File: src/rtl/nco_pkg.sv
package nco_pkg;
    localparam int PHASE_W  = 32;
    localparam int INDEX_W  = 8;
    localparam int SAMPLE_W = 8;
    localparam int FRAC_W   = PHASE_W - INDEX_W;
    localparam int DEPTH    = 1 << INDEX_W;

    typedef logic [PHASE_W-1:0]  phase_t;
    typedef logic [INDEX_W-1:0]  index_t;
    typedef logic [SAMPLE_W-1:0] sample_t;

    typedef struct packed {
        phase_t word;
    } tune_state_t;

    typedef struct packed {
        phase_t phase;
    } accum_state_t;

    typedef struct packed {
        sample_t value;
        logic    valid;
    } out_state_t;
endpackage

File: src/rtl/nco_sine_rom.sv
module nco_sine_rom
    import nco_pkg::*;
(
    input  index_t  idx_i,
    output sample_t value_o
);
    localparam int HALF    = DEPTH / 2;
    localparam int QUARTER = DEPTH / 4;
    localparam int MID     = 1 << (SAMPLE_W - 1);
    localparam int AMP     = MID - 1;

    // Sine of a first-quadrant angle by series expansion.
    function automatic real quad_sin(input real x);
        real term;
        real sum;
        term = x;
        sum  = x;
        for (int k = 1; k < 14; k++) begin
            term = -term * x * x / ((2.0 * k) * (2.0 * k + 1.0));
            sum  = sum + term;
        end
        return sum;
    endfunction

    function automatic sample_t entry_value(input int i);
        int  pos;
        int  r;
        real s;
        real pi_v;
        int  v;
        pi_v = 3.14159265358979323846;
        pos  = i % DEPTH;
        r    = (pos >= HALF) ? pos - HALF : pos;
        if (r > QUARTER) r = HALF - r;
        s = quad_sin(2.0 * pi_v * r / DEPTH);
        if (pos >= HALF) s = -s;
        v = $rtoi(AMP * s + MID + 0.5);
        return sample_t'(v);
    endfunction

    sample_t table_w [DEPTH];

    for (genvar g = 0; g < DEPTH; g++) begin : g_entry
        localparam sample_t ENTRY = entry_value(g);
        assign table_w[g] = ENTRY;
    end

    assign value_o = table_w[idx_i];
endmodule

File: src/rtl/nco_tuning.sv
module nco_tuning
    import nco_pkg::*;
(
    input  logic   clk,
    input  logic   rst_n,
    input  logic   step_en,
    input  logic   load_i,
    input  phase_t load_word_i,
    input  logic   chirp_en_i,
    input  phase_t chirp_delta_i,
    output phase_t word_o
);
    tune_state_t st_d, st_q;

    always_comb begin
        st_d = st_q;
        if (load_i) begin
            st_d.word = load_word_i;
        end else if (step_en && chirp_en_i) begin
            st_d.word = st_q.word + chirp_delta_i;
        end
    end

    always_ff @(posedge clk) begin
        if (!rst_n) begin
            st_q <= '0;
        end else begin
            st_q <= st_d;
        end
    end

    assign word_o = st_q.word;

    AST_LOAD_WINS: assert property (@(posedge clk) disable iff (!rst_n)
        load_i |=> (word_o == $past(load_word_i)));
    AST_CHIRP_ADDS: assert property (@(posedge clk) disable iff (!rst_n)
        (step_en && chirp_en_i && !load_i) |=> (word_o == $past(word_o) + $past(chirp_delta_i)));
    AST_WORD_HOLDS: assert property (@(posedge clk) disable iff (!rst_n)
        (!load_i && !(step_en && chirp_en_i)) |=> $stable(word_o));
endmodule

File: src/rtl/nco_phase_accum.sv
module nco_phase_accum
    import nco_pkg::*;
(
    input  logic   clk,
    input  logic   rst_n,
    input  logic   step_en,
    input  phase_t word_i,
    output index_t index_o
);
    accum_state_t st_d, st_q;

    always_comb begin
        st_d = st_q;
        if (step_en) begin
            st_d.phase = st_q.phase + word_i;
        end
    end

    always_ff @(posedge clk) begin
        if (!rst_n) begin
            st_q <= '0;
        end else begin
            st_q <= st_d;
        end
    end

    // Integer part only: fractional bits are discarded.
    assign index_o = st_q.phase[PHASE_W-1 -: INDEX_W];

    AST_PHASE_IDLE: assert property (@(posedge clk) disable iff (!rst_n)
        !step_en |=> $stable(st_q.phase));
    AST_PHASE_WRAPS: assert property (@(posedge clk) disable iff (!rst_n)
        (step_en && ($past(1'b1) == 1'b1)) |=> (st_q.phase - $past(st_q.phase) == $past(word_i)));
endmodule

File: src/rtl/nco_sine_top.sv
module nco_sine_top
    import nco_pkg::*;
(
    input  logic        clk,
    input  logic        rst_n,
    input  logic        sample_en,
    input  logic        tune_load,
    input  logic [31:0] tune_word,
    input  logic        chirp_en,
    input  logic [31:0] chirp_delta,
    output logic [7:0]  sample,
    output logic        sample_valid
);
    localparam sample_t RESET_SAMPLE = sample_t'(1 << (SAMPLE_W - 1));

    phase_t     word_w;
    index_t     index_w;
    sample_t    rom_w;
    out_state_t st_d, st_q;

    nco_tuning u_tuning (
        .clk           (clk),
        .rst_n         (rst_n),
        .step_en       (sample_en),
        .load_i        (tune_load),
        .load_word_i   (tune_word),
        .chirp_en_i    (chirp_en),
        .chirp_delta_i (chirp_delta),
        .word_o        (word_w)
    );

    nco_phase_accum u_accum (
        .clk     (clk),
        .rst_n   (rst_n),
        .step_en (sample_en),
        .word_i  (word_w),
        .index_o (index_w)
    );

    nco_sine_rom u_rom (
        .idx_i   (index_w),
        .value_o (rom_w)
    );

    always_comb begin
        st_d       = st_q;
        st_d.valid = sample_en;
        if (sample_en) begin
            st_d.value = rom_w;
        end
    end

    always_ff @(posedge clk) begin
        if (!rst_n) begin
            st_q.value <= RESET_SAMPLE;
            st_q.valid <= 1'b0;
        end else begin
            st_q <= st_d;
        end
    end

    assign sample       = st_q.value;
    assign sample_valid = st_q.valid;

    AST_VALID_AFTER_STEP: assert property (@(posedge clk) disable iff (!rst_n)
        sample_en |=> sample_valid);
    AST_VALID_ONLY_STEP: assert property (@(posedge clk) disable iff (!rst_n)
        !sample_en |=> !sample_valid);
    AST_SAMPLE_HOLD: assert property (@(posedge clk) disable iff (!rst_n)
        !sample_en |=> $stable(sample));
    AST_SAMPLE_NONZERO: assert property (@(posedge clk) disable iff (!rst_n)
        sample != '0);
endmodule

File: config.mk
export PLATFORM = sky130hd
export DESIGN_NAME = nco_sine_top
export DESIGN_NICKNAME = d
export VERILOG_FILES = /design/src/rtl/nco_pkg.sv /design/src/rtl/nco_sine_rom.sv /design/src/rtl/nco_tuning.sv /design/src/rtl/nco_phase_accum.sv /design/src/rtl/nco_sine_top.sv
export SDC_FILE = /design/constraint.sdc
export NUM_CORES = 1
export LEC_CHECK = 0
export BUFFER_PORTS_ARGS = -buffer_cell sky130_fd_sc_hd__buf_2
export CAP_MARGIN = 5
export CORE_MARGIN = 4
export CORE_UTILIZATION = 30
export DETAILED_ROUTE_END_ITERATION = 6
export PLACE_DENSITY = 0.49
export SYNTH_ARGS = -nofsm -noshare
export SYNTH_HDL_FRONTEND = slang
export SYNTH_SLANG_ARGS = --single-unit
File: constraint.sdc
create_clock -name clk -period 8.2 [get_ports clk]
set_clock_uncertainty 0.05 [all_clocks]
set_input_delay 1.64 -clock clk [delete_from_list [all_inputs] [get_ports clk]]
set_output_delay 1.64 -clock clk [all_outputs]
set_load 0.02 [all_outputs]
# After elaboration in Yosys (flattened, before gate mapping)
# Memory sizes are Yosys's and may differ from the RTL's. A register that Yosys moved wholly into a read port is not among the register bits.
# Index checks and enable logic that the tools add are counted.
# Widths: inputs -> output; s select.
[totals] memories=1 mem_bits_rw=0 ff_bits=65 mem_bits_ro=2048 out_inout_bits=9 latch_bits=0
[memory_table] memory="(name not given)" words=256 width=8 read_ports=1 rd_clocked_by_memory_dff=1 wr=0 line="nco_sine_rom.sv:48" text="assign value_o = table_w[idx_i];"
[classes] magnitude_cmp=0 div=0 n_eq_ne=0 shift=0 n_reduce_logical=3 muxes=2 bitwise_logic=1 n_mul=0 n_addsub=2
[ops] cell="$add 32x32->32" n=2
[ops] cell="$mux 32" n=2
[ops] cell="$not 8->9" n=1
[ops] cell="$reduce_bool 2->1" n=1
[ops] cell="$logic_and 1x1->1" n=1
[ops] cell="$logic_not 1->1" n=1

# Longest topological paths before layout
# Gate-level depths: netlist (run 1).
[depth] ltp_word=3 ltp_mapped=13 depth_no_buf=12

# Cells and area by module
# A second synthesis (run 1) with hierarchy kept.
[unflattened] hier_cells=1126 hier_area_um2=8391.8
[modules_own_cells] mod="nco_phase_accum" instances=1 seq_area_each_um2=640.6 area_each_um2=3042.9 cells_each=378
[modules_own_cells] mod="nco_tuning" instances=1 seq_area_each_um2=640.6 area_each_um2=3032.9 cells_each=415
[modules_own_cells] mod="nco_sine_rom" instances=1 seq_area_each_um2=0.0 area_each_um2=1989.4 cells_each=306
[modules_own_cells] mod="nco_sine_top" instances=1 seq_area_each_um2=180.2 area_each_um2=326.6 cells_each=27

# Worst setup path before layout (run 1)
# OpenSTA, ideal clock, no wires.
[synth_timing] kind="input to register" from="input chirp_delta[10]" to="register u_tuning.st_q (netlist bit u_tuning.word_o[31])" slack_ns=4.009 arrival_ns=4.067 setup_time_ns=0.074 cell_stages=11 path_buffers=0 required_time_ns=8.076 cell_sequence="ha_1 > a21o_1 > a21oi_2 > o211ai_2 > a221oi_4 > a31oi_2 > a221o_1 > a21oi_2 > xor2_1 > or3_2 > a31oi_1"
[synth_between] elab_chain_len=3
[synth_lines] item="start: declaration" line="nco_sine_top.sv:10" text="input logic [31:0] chirp_delta,"
[synth_lines] item="$add 32x32->32" line="nco_tuning.sv:20" text="st_d.word = st_q.word + chirp_delta_i;"
[synth_lines] item="$mux 32" line="nco_tuning.sv:19" text="end else if (step_en && chirp_en_i) begin"
[synth_lines] item="$mux 32" line="nco_tuning.sv:17" text="if (load_i) begin"
[synth_lines] item="end signal: assignment" line="nco_tuning.sv:28" text="st_q <= st_d;"
[synth_lines] item="end: declaration" line="nco_tuning.sv:13" text="tune_state_t st_d, st_q;"
# No other way between the ends. The select of a mux whose other input is x is not followed.
# A chain may end at the register's enable or synchronous reset.

# Final worst setup path (run 1)
[layout_timing] from="input chirp_delta[0]" to="register u_tuning.st_q (netlist bit u_tuning.word_o[28])"
# The elaborated chain is that of the path after synthesis.

==> out/metrics.csv, run 1 <==
metric;value;unit
status;complete, no violations;
post-synth cell types;72;
Crit path largest cell delay;430;ps
Mapped Cells;1083;
Critical Path RT;8370;ps
sequential share of the synthesized area;18.3;%
CP max-delay cell;fa_1;
Cell Chain, Critical Path;buf_2 -> ha_1 -> fa_1 -> a21o_1 -> a21o_1 -> a21oi_1 -> nor3_1 -> o21ai_1 -> o21ai_1 -> a221o_1 -> a211oi_1 -> a31o_1 -> a21oi_1;
maximum fanout along the worst path;3;
fin nets;1250;
IO buf count;77;
Vias;8066;
drt drc;0;
RSZ-0062 raised after global routing;false;
PostCTS Resize Cnt;0;
pin count of the biggest net entering global routing;70;
DRT Pass-1 Iters;5;
initial antenna violation count;0;
Hold Path Class;reg -> reg;
vias in the first global route;7754;
height of the die;171;µm
total grt overflow;0;
Synth Flop Type;dfxtp_1;
critical path class;in -> reg;
cts bufs inserted;9;
GRT Util Overall;17.6;%
Post-CTS Setup Bufs;0;
Fmax achieved;229;MHz
H-tree Lvls;3;
Die Wd;171;µm
Setup WS pre-CTS;3460;ps
Core Region;0.0261;mm²
Area Overhead vs Synth;11.1;%
Synth Cell Area;0.00798;mm²
Setup crit end kind;register;
Site Rows;59;
Vias/cell;5.58;
share of cells above drive strength 1;11.4;%
crit share post-route;53.2;%
WL/cell;18.1;µm
CTS Hold Bufs;0;
post-synthesis register bit count;73;
wire length of the first global-routing pass;41.5;mm
crit path DAT;4540;ps
CTS clk-pin slew, worst paths;60;ps
Tmin final;4360;ps
post-synth net total;1228;
max-slew violations;0;
Setup TNS;0;ps
Pleak;3.93;nW
ys async rst share;0;%
Initial DRC Count;584;
Die Area;0.0293;mm²
clock latency on the worst-skew pair;350;ps
post-route ant nets;0;
Setup-failing EPs final;0;
Placed Cells incl. Taps;1429;
WL final;26.2;mm
CTS Buffer Depth;2;
Power Density;160;mW/mm²
number of synthesized flops with an enable pin;0;
CTS tree;done;
Initial Util;30.5;%
worst-margin pin slew;834;ps
Worst Hold Slack;425;ps
diode count;0;
CTS Sinks;73;
Rel. slew slack;44.4;%
Avg Cell Area, Syn;7.37;µm²
CP Launch Type;primary input;
Root Driver;clkbuf_16;
Max Cap Viol;0;
Yosys warning count;0;
gp weighted congestion;0.886;
Non-Filler Instances;1445;
Detailed Place HPWL;18.6;mm
I/O pin cnt;78;
peak supply drop;0.0775;mV
final hold vios;0;
Final WS setup;3840;ps
final timing paths:
kind | end | from | slack (ps) | depth (start not counted)
worst max-delay path | u_tuning.word_o[28] | chirp_delta[0] | 3840 | 13
worst min-delay path | sample[6] | sample[6] | 430 | 1
worst max register to register | sample[2] | u_accum.st_q[24] | 4520 | 9
worst min register to register | sample[6] | sample[6] | 430 | 1
registers in the layout, summed over array words and instances, names as in the netlist:
signal / count
sample: 8
u_tuning.word_o: 32
sample_valid: 1
u_accum.st_q: 32
worst max-delay path: cells and delay by family:
family                     cells  cell delay (ps)
and+or+nand+nor                1              100
adders and majority gates      2              640
buffers and inverters          1              100
AOI/OAI and AO/OA              9             2070
metrics by stage:
stage	utilization, %	total power (W)	area, µm²
after global placement	32.8	0.00102	8570
final	33.9	0.00142	8860
after CTS	33.9	0.00143	8860
after floorplan	-	0.000867	7980
after global routing	33.9	0.00153	8860
after detailed placement	32.8	0.00102	8570
placed cells by master (no fill, tap or decap), types with 35 or more instances in the layout:
master / n
a21oi_1: 136
o21ai_0: 104
ha_1: 74
mux2i_1: 35
buf_2: 77
nand2_1: 104
dfxtp_1: 71
nor2_1: 63
xnor2_1: 35
a21o_1: 42
nor2b_1: 37
cells in the mapped netlist (4+ instances only):
| cell | instances | share of area, % |
|---|---|---|
| a211oi_1 | 17 | 1.6 |
| a21o_1 | 42 | 4.0 |
| a21oi_1 | 136 | 8.5 |
| a221oi_1 | 6 | 0.66 |
| a311oi_1 | 4 | 0.44 |
| a31oi_1 | 18 | 1.4 |
| and2_1 | 10 | 0.78 |
| and3_1 | 8 | 0.63 |
| and4_1 | 5 | 0.55 |
| buf_1 | 5 | 0.24 |
| buf_2 | 6 | 0.38 |
| clkbuf_1 | 66 | 3.1 |
| dfxtp_1 | 73 | 18 |
| ha_1 | 74 | 12 |
| inv_1 | 22 | 1.0 |
| mux2i_1 | 35 | 4.4 |
| mux4_2 | 4 | 1.1 |
| nand2_1 | 104 | 4.9 |
| nand2b_1 | 11 | 0.86 |
| nand3_1 | 20 | 1.3 |
| nand3b_1 | 5 | 0.47 |
| nand4_1 | 6 | 0.47 |
| nor2_1 | 63 | 3.0 |
| nor2b_1 | 37 | 2.9 |
| nor3_1 | 9 | 0.56 |
| o211a_1 | 9 | 1.1 |
| o211ai_1 | 29 | 2.7 |
| o21a_1 | 4 | 0.38 |
| o21ai_0 | 104 | 6.5 |
| o21ai_1 | 9 | 0.56 |
| o21bai_1 | 8 | 0.75 |
| o221ai_1 | 5 | 0.55 |
| o22ai_1 | 4 | 0.31 |
| o311ai_0 | 5 | 0.55 |
| o31ai_1 | 6 | 0.56 |
| xnor2_1 | 35 | 3.8 |
| xor2_1 | 21 | 2.3 |
layout make-up:
| class | instances | area (µm²) |
|---|---|---|
| clock buffer | 11 | 243 |
| clock inverter | 5 | 55.1 |
| fill | 2881 | 17300 |
| inverter | 25 | 93.8 |
| multi-input combinational | 906 | 6110 |
| sequential | 73 | 1460 |
| tap | 335 | 419 |
| timing repair buffer | 90 | 483 |
where the power goes:
part | switching [W] | total, W | internal [W]
Sequential | 0.0000309 | 0.000419 | 0.000388
Clock | 0.000162 | 0.000405 | 0.000243
Combinational | 0.000360 | 0.000597 | 0.000237
routing by layer:
metal | part of all wire [%] | track usage [%] | wire (µm)
met1 | 50 | 25.3 | 13100
met2 | 44 | 27.5 | 11400
met3 | 5.4 | 3.37 | 1420
met4 | 1.0 | 3.20 | 265
met5 | 0 | 0 | 0
cells by family after synthesis:
family | share of synthesized area (%)
AOI/OAI and AO/OA | 35.0
adders and majority gates | 12.1
muxes | 5.52
xor gates and xnor gates | 6.15
DFF | 18.3
and+or+nand+nor | 17.7
buffers and inverters | 5.17
Power figures use the tool's default switching activity.
==> run 2: changes to the inputs <==
--- a/config.mk
+++ b/config.mk
@@ -10,7 +10,7 @@
 export CORE_MARGIN = 4
 export CORE_UTILIZATION = 30
 export DETAILED_ROUTE_END_ITERATION = 6
-export PLACE_DENSITY = 0.49
+export PLACE_DENSITY = 0.51
 export SYNTH_ARGS = -nofsm -noshare
 export SYNTH_HDL_FRONTEND = slang
 export SYNTH_SLANG_ARGS = --single-unit
==> constraint.sdc (replaced) <==
create_clock -name clk -period 3.6 [get_ports clk]
set_clock_uncertainty 0.05 [all_clocks]
set_input_delay 0.72 -clock clk [delete_from_list [all_inputs] [get_ports clk]]
set_output_delay 0.72 -clock clk [all_outputs]
set_load 0.02 [all_outputs]
==> run 2 against run 1 <==
Net effect: worst setup slack got worse by 3600 ps; hold slack improved by 5.4 ps; first-iteration DRC count increased by 15%; critical path type is now reg -> reg; design area increased by 2.3%; combinational power increased by 130%; final cell count increased by 2.0%; clock-buffer cell count increased by 1; flip-flop and latch count unchanged; total power increased by 130%; non-clock buffer count increased by 30; global-route usage decreased by 0.057 points.
==> out/metrics.csv, run 2 (synthesis gave the netlist of run 1 again) <==
metric;value;unit
status;complete, no violations;
DRT Pass-1 Iters;5;
Initial Util;30.5;%
clock latency on the worst-skew pair;350;ps
cts bufs inserted;9;
Placed Cells incl. Taps;1459;
Top cell by count, worst path;o21ai_1;
Root Driver;clkbuf_16;
Setup TNS;0;ps
maximum fanout along the worst path;3;
sequential power share;29.9;%
Tmin final;3340;ps
Fmax achieved;300;MHz
Area Overhead vs Synth;13.6;%
WL final;26.0;mm
drt drc;0;
pin count of the biggest net entering global routing;70;
Post-CTS Setup Bufs;0;
Critical Path RT;3740;ps
WL/cell;17.6;µm
clock power share;26.3;%
worst-margin pin slew;942;ps
final hold vios;0;
CP max-delay cell;a2111oi_2;
Hold Path Class;reg -> reg;
fin nets;1280;
vias in the first global route;7883;
share of cells above drive strength 1;13.5;%
Total Power;0.00320;W
peak supply drop;0.177;mV
Die Area;0.0293;mm²
Int Power;0.00195;W
wire length of the first global-routing pass;41.6;mm
Power Density;353;mW/mm²
initial antenna violation count;0;
I/O pin cnt;78;
final core occ;34.7;%
max-slew violations;0;
CP bufs+invs;0;
commonest non-fill, non-tap cell in the layout;a21oi_1;
Cell Chain, Critical Path;ha_1 -> fa_1 -> a21o_1 -> a21oi_1 -> o21ai_1 -> a2111oi_2 -> o21ai_1 -> a31oi_1 -> o21ai_1 -> a31oi_1 -> xor2_1 -> o22ai_1;
Net Sw Power;0.00126;W
Top delay family on crit path;compound AO/OA/AOI/OAI gates;
Core Region;0.0261;mm²
GRT Util Overall;17.5;%
critical path class;reg -> reg;
Pleak;4.06;nW
Die Wd;171;µm
crit share post-route;92.7;%
diode count;0;
Rel. slew slack;36.8;%
sw frac;39.3;%
H-tree Lvls;3;
CTS Sinks;73;
CP Launch Type;register;
Detailed Place HPWL;19.2;mm
height of the die;171;µm
RSZ-0062 raised after global routing;false;
Logic pwr share;43.8;%
Crit path largest cell delay;430;ps
IO buf count;77;
Setup-failing EPs final;0;
CTS Buffer Depth;2;
crit path DAT;3470;ps
Non-Filler Instances;1474;
CTS clk-pin slew, worst paths;50;ps
total grt overflow;0;
Max Cap Viol;0;
Vias;8209;
Initial DRC Count;669;
Setup crit end kind;register;
Vias/cell;5.57;
Site Rows;59;
most frequent cells in the layout;136 x a21oi_1, 104 x nand2_1, 103 x o21ai_0;
gp weighted congestion;0.896;
post-route ant nets;0;
CTS tree;done;
## run 2: cell count changes in the layout (fill, tap and decap cells not counted), sizes merged
cell	previous run	this run
clkbuf	11	12
buf	90	120
bufinv	1	0
clkinvlp	2	1
## run 2: path summary, 6_finish.rpt
kind | end | from | cells after the start | slack (ps)
max | u_accum.st_q[30] | u_tuning.word_o[0] | 12 | 260
min | sample[6] | sample[6] | 1 | 430
max reg2reg | u_accum.st_q[30] | u_tuning.word_o[0] | 12 | 260
min reg2reg | sample[6] | sample[6] | 1 | 430
## run 2: repair_timing
item / in CTS / in global routing
resized for setup: 0 / 1
setup endpoints to repair: 0 / 1
hold buffers: 0 / 0
## run 2: final cells by class
type	count	area, µm²
fill	2889	17100
multi-input combinational	906	6110
sequential	73	1460
timing repair buffer	120	721
tap	335	419
clock buffer	12	246
inverter	25	93.8
clock inverter	3	17.5
## run 2: worst reg2reg max path, cell delays in order, from the launching register on
cell       delay [ps]
dfxtp_1           330
ha_1              230
fa_1              420
a21o_1            190
a21oi_1           230
o21ai_1           140
a2111oi_2         430
o21ai_1           210
a31oi_1           330
o21ai_1           170
a31oi_1           220
xor2_1            160
o22ai_1            90
## run 2: routing by layer
metal | share of wire [%] | GRT usage, % | up-vias
li1 | - | - | 4108
met1 | 50 | 25.3 | 3876
met2 | 44 | 27.9 | 206
met3 | 4.4 | 2.24 | 19
met4 | 1.1 | 3.65 | 0
met5 | 0 | 0 | -
## run 2: power by group through the flow
stage | combinational [W] | clock, W | sequential, W
floorplan | 0.00102 | 0 | 0.000955
global placement | 0.00139 | 0 | 0.000974
detailed placement | 0.00139 | 0 | 0.000976
CTS | 0.00140 | 0.000877 | 0.000958
global route | 0.00156 | 0.000901 | 0.000968
finish | 0.00140 | 0.000843 | 0.000959
## run 2: stage by stage
stage,hold slack (ps),worst slack [ps],instance area [µm²]
after floorplan,409,329,7980
after global placement,408,-9.49,8800
after detailed placement,417,-28.9,8800
after CTS,429,218,9070
after global routing,452,39.5,9070
final,431,263,9070
==> run 3: changes to the inputs <==
--- a/config.mk
+++ b/config.mk
@@ -9,6 +9,7 @@
 export CAP_MARGIN = 5
 export CORE_MARGIN = 4
 export CORE_UTILIZATION = 30
+export CTS_BUF_LIST = sky130_fd_sc_hd__clkbuf_16
 export DETAILED_ROUTE_END_ITERATION = 6
 export PLACE_DENSITY = 0.51
 export SYNTH_ARGS = -nofsm -noshare
==> run 3 against run 2 <==
Net effect: final cell count stayed put; design area is 0.11% lower; non-clock buffer count stayed put; flip-flop and latch count stayed put; wire length is 0.17% higher; first-iteration DRC count is 2.4% lower; sequential power hardly changed; highest routed layer unchanged; clock power is 3.3% lower.
==> out/metrics.csv, run 3 (synthesis gave the netlist of run 1 again) <==
metric;value;unit
register area;0.00146;mm²
worst hold start;sample[6];
WL/cell;17.7;µm
Area Overhead vs Synth;13.5;%
reg2reg start;u_tuning.word_o[0];
height of the die;171;µm
Post-CTS Setup Bufs;0;
Logic pwr share;44.2;%
Crit path depth;12;
Power Density;351;mW/mm²
drt drc;0;
CP Launch Type;register;
met2 wire length;11.4;mm
DRT Pass-1 Iters;6;
routed length on met3;1.10;mm
commonest non-fill, non-tap cell in the layout;a21oi_1;
pin count of the biggest net entering global routing;70;
Die Area;0.0293;mm²
CP max-delay cell;a2111oi_2;
vias in the first global route;7893;
Setup crit start;u_tuning.word_o[0];
wire length of the first global-routing pass;41.6;mm
CP bufs+invs;0;
share of cells above drive strength 1;13.4;%
initial antenna violation count;0;
final hold vios;0;
top sig layer;met4;
R2R setup slack;240;ps
Top delay family on crit path;compound AO/OA/AOI/OAI gates;
Net Sw Power;0.00126;W
Max Cap Viol;0;
Vias;8218;
IO buf count;77;
gp weighted congestion;0.896;
CTS clk-pin slew, worst paths;50;ps
Cell Chain, Critical Path;ha_1 -> fa_1 -> a21o_1 -> a21oi_1 -> o21ai_1 -> a2111oi_2 -> o21ai_1 -> a31oi_1 -> o21ai_1 -> a31oi_1 -> xor2_1 -> o22ai_1;
sw frac;39.6;%
peak supply drop;0.175;mV
Int Power;0.00192;W
post-route ant nets;0;
H-tree Lvls;3;
Worst Hold Slack;431;ps
met1 wire length;13.2;mm
CTS Sinks;73;
Setup WS pre-CTS;-28.9;ps
Setup TNS;0;ps
Crit path largest cell delay;440;ps
Total Power;0.00318;W
Rel. slew slack;36.1;%
RSZ-0062 raised after global routing;false;
Core Region;0.0261;mm²
Final WS setup;240;ps
Critical Path RT;3740;ps
status;complete, no violations;
crit path DAT;3500;ps
Pleak;4.06;nW
WL final;26.0;mm
Hold Path Class;reg -> reg;
I/O pin cnt;78;
CTS tree;done;
placed cell area;0.00880;mm²
Worst Reg-to-Reg Cells;12;
maximum fanout along the worst path;3;
area of the multi-input gates;0.00611;mm²
CTS Buffer Depth;2;
Critical Path End;u_accum.st_q[30];
Fill cells;2893;
crit share post-route;93.3;%
critical path class;reg -> reg;
Top cell by count, worst path;o21ai_1;
Initial DRC Count;653;
Root Driver;clkbuf_16;
GRT Util Overall;17.5;%
diode count;0;
clock latency on the worst-skew pair;350;ps
cts bufs inserted;9;
sequential power share;30.2;%
Die Wd;171;µm
clock power share;25.6;%
Setup-failing EPs final;0;
Site Rows;59;
design area;0.00906;mm²
total grt overflow;0;
Vias/cell;5.58;
max-slew violations;0;
Fmax achieved;298;MHz
Initial Util;30.5;%
worst-margin pin slew;953;ps
Detailed Place HPWL;19.2;mm
fin nets;1280;
Critical R2R Capture;u_accum.st_q[30];
Tmin final;3360;ps
Setup crit end kind;register;
most frequent cells in the layout;136 x a21oi_1, 104 x nand2_1, 103 x o21ai_0;
-- run 3: cell count changes in the layout (fill, tap and decap cells not counted) --
cell,change
clkbuf_1,-2
inv_1,+2
clkinv_1,+1
clkbuf_8,-1
-- run 3: power by group through the flow --
stage | Sequential [W] | Combinational, W | Clock (W)
finish | 0.000959 | 0.00141 | 0.000815
global route | 0.000968 | 0.00156 | 0.000872
CTS | 0.000958 | 0.00140 | 0.000850
detailed placement | 0.000976 | 0.00139 | 0
global placement | 0.000974 | 0.00139 | 0
floorplan | 0.000955 | 0.00102 | 0
-- run 3: final cells by class --
| type | count | area share, % |
|---|---|---|
| well taps | 335 | 4.63 |
| flip-flops and latches | 73 | 16.2 |
| inverters | 25 | 1.04 |
| clock inverters | 6 | 0.318 |
| multi-input cells | 906 | 67.4 |
| clock buffers | 9 | 2.49 |
| repair buffers | 120 | 7.96 |
-- run 3: what timing repair did --
item                                    4_1_cts  5_1_grt
endpoints found under the setup margin        0        1
hold buffers                                  0        0
resized for setup                             0        1
-- run 3: stage by stage --
stage          util, %  cells
2_1_floorplan        -   1083
3_3_place_gp      33.7   1459
3_5_place_dp      33.7   1459
4_1_cts           34.7   1474
5_1_grt           34.7   1474
6_report          34.7   1474
-- run 3: worst min path at each step --
stage | cells after the start | endpoint | slack, ps
after floorplan | 2 | u_accum.st_q[16] | 410
final | 1 | sample[6] | 430
after global routing | 1 | sample[6] | 450
after global placement | 2 | sample[7] | 410
after CTS | 1 | sample[6] | 430
after detailed placement | 1 | sample[6] | 420
-- run 3: layer usage --
layer	vias up	GRT usage (%)
met4	0	3.65
met3	22	2.24
li1	4112	-
met1	3875	25.3
met5	-	0
met2	209	27.9
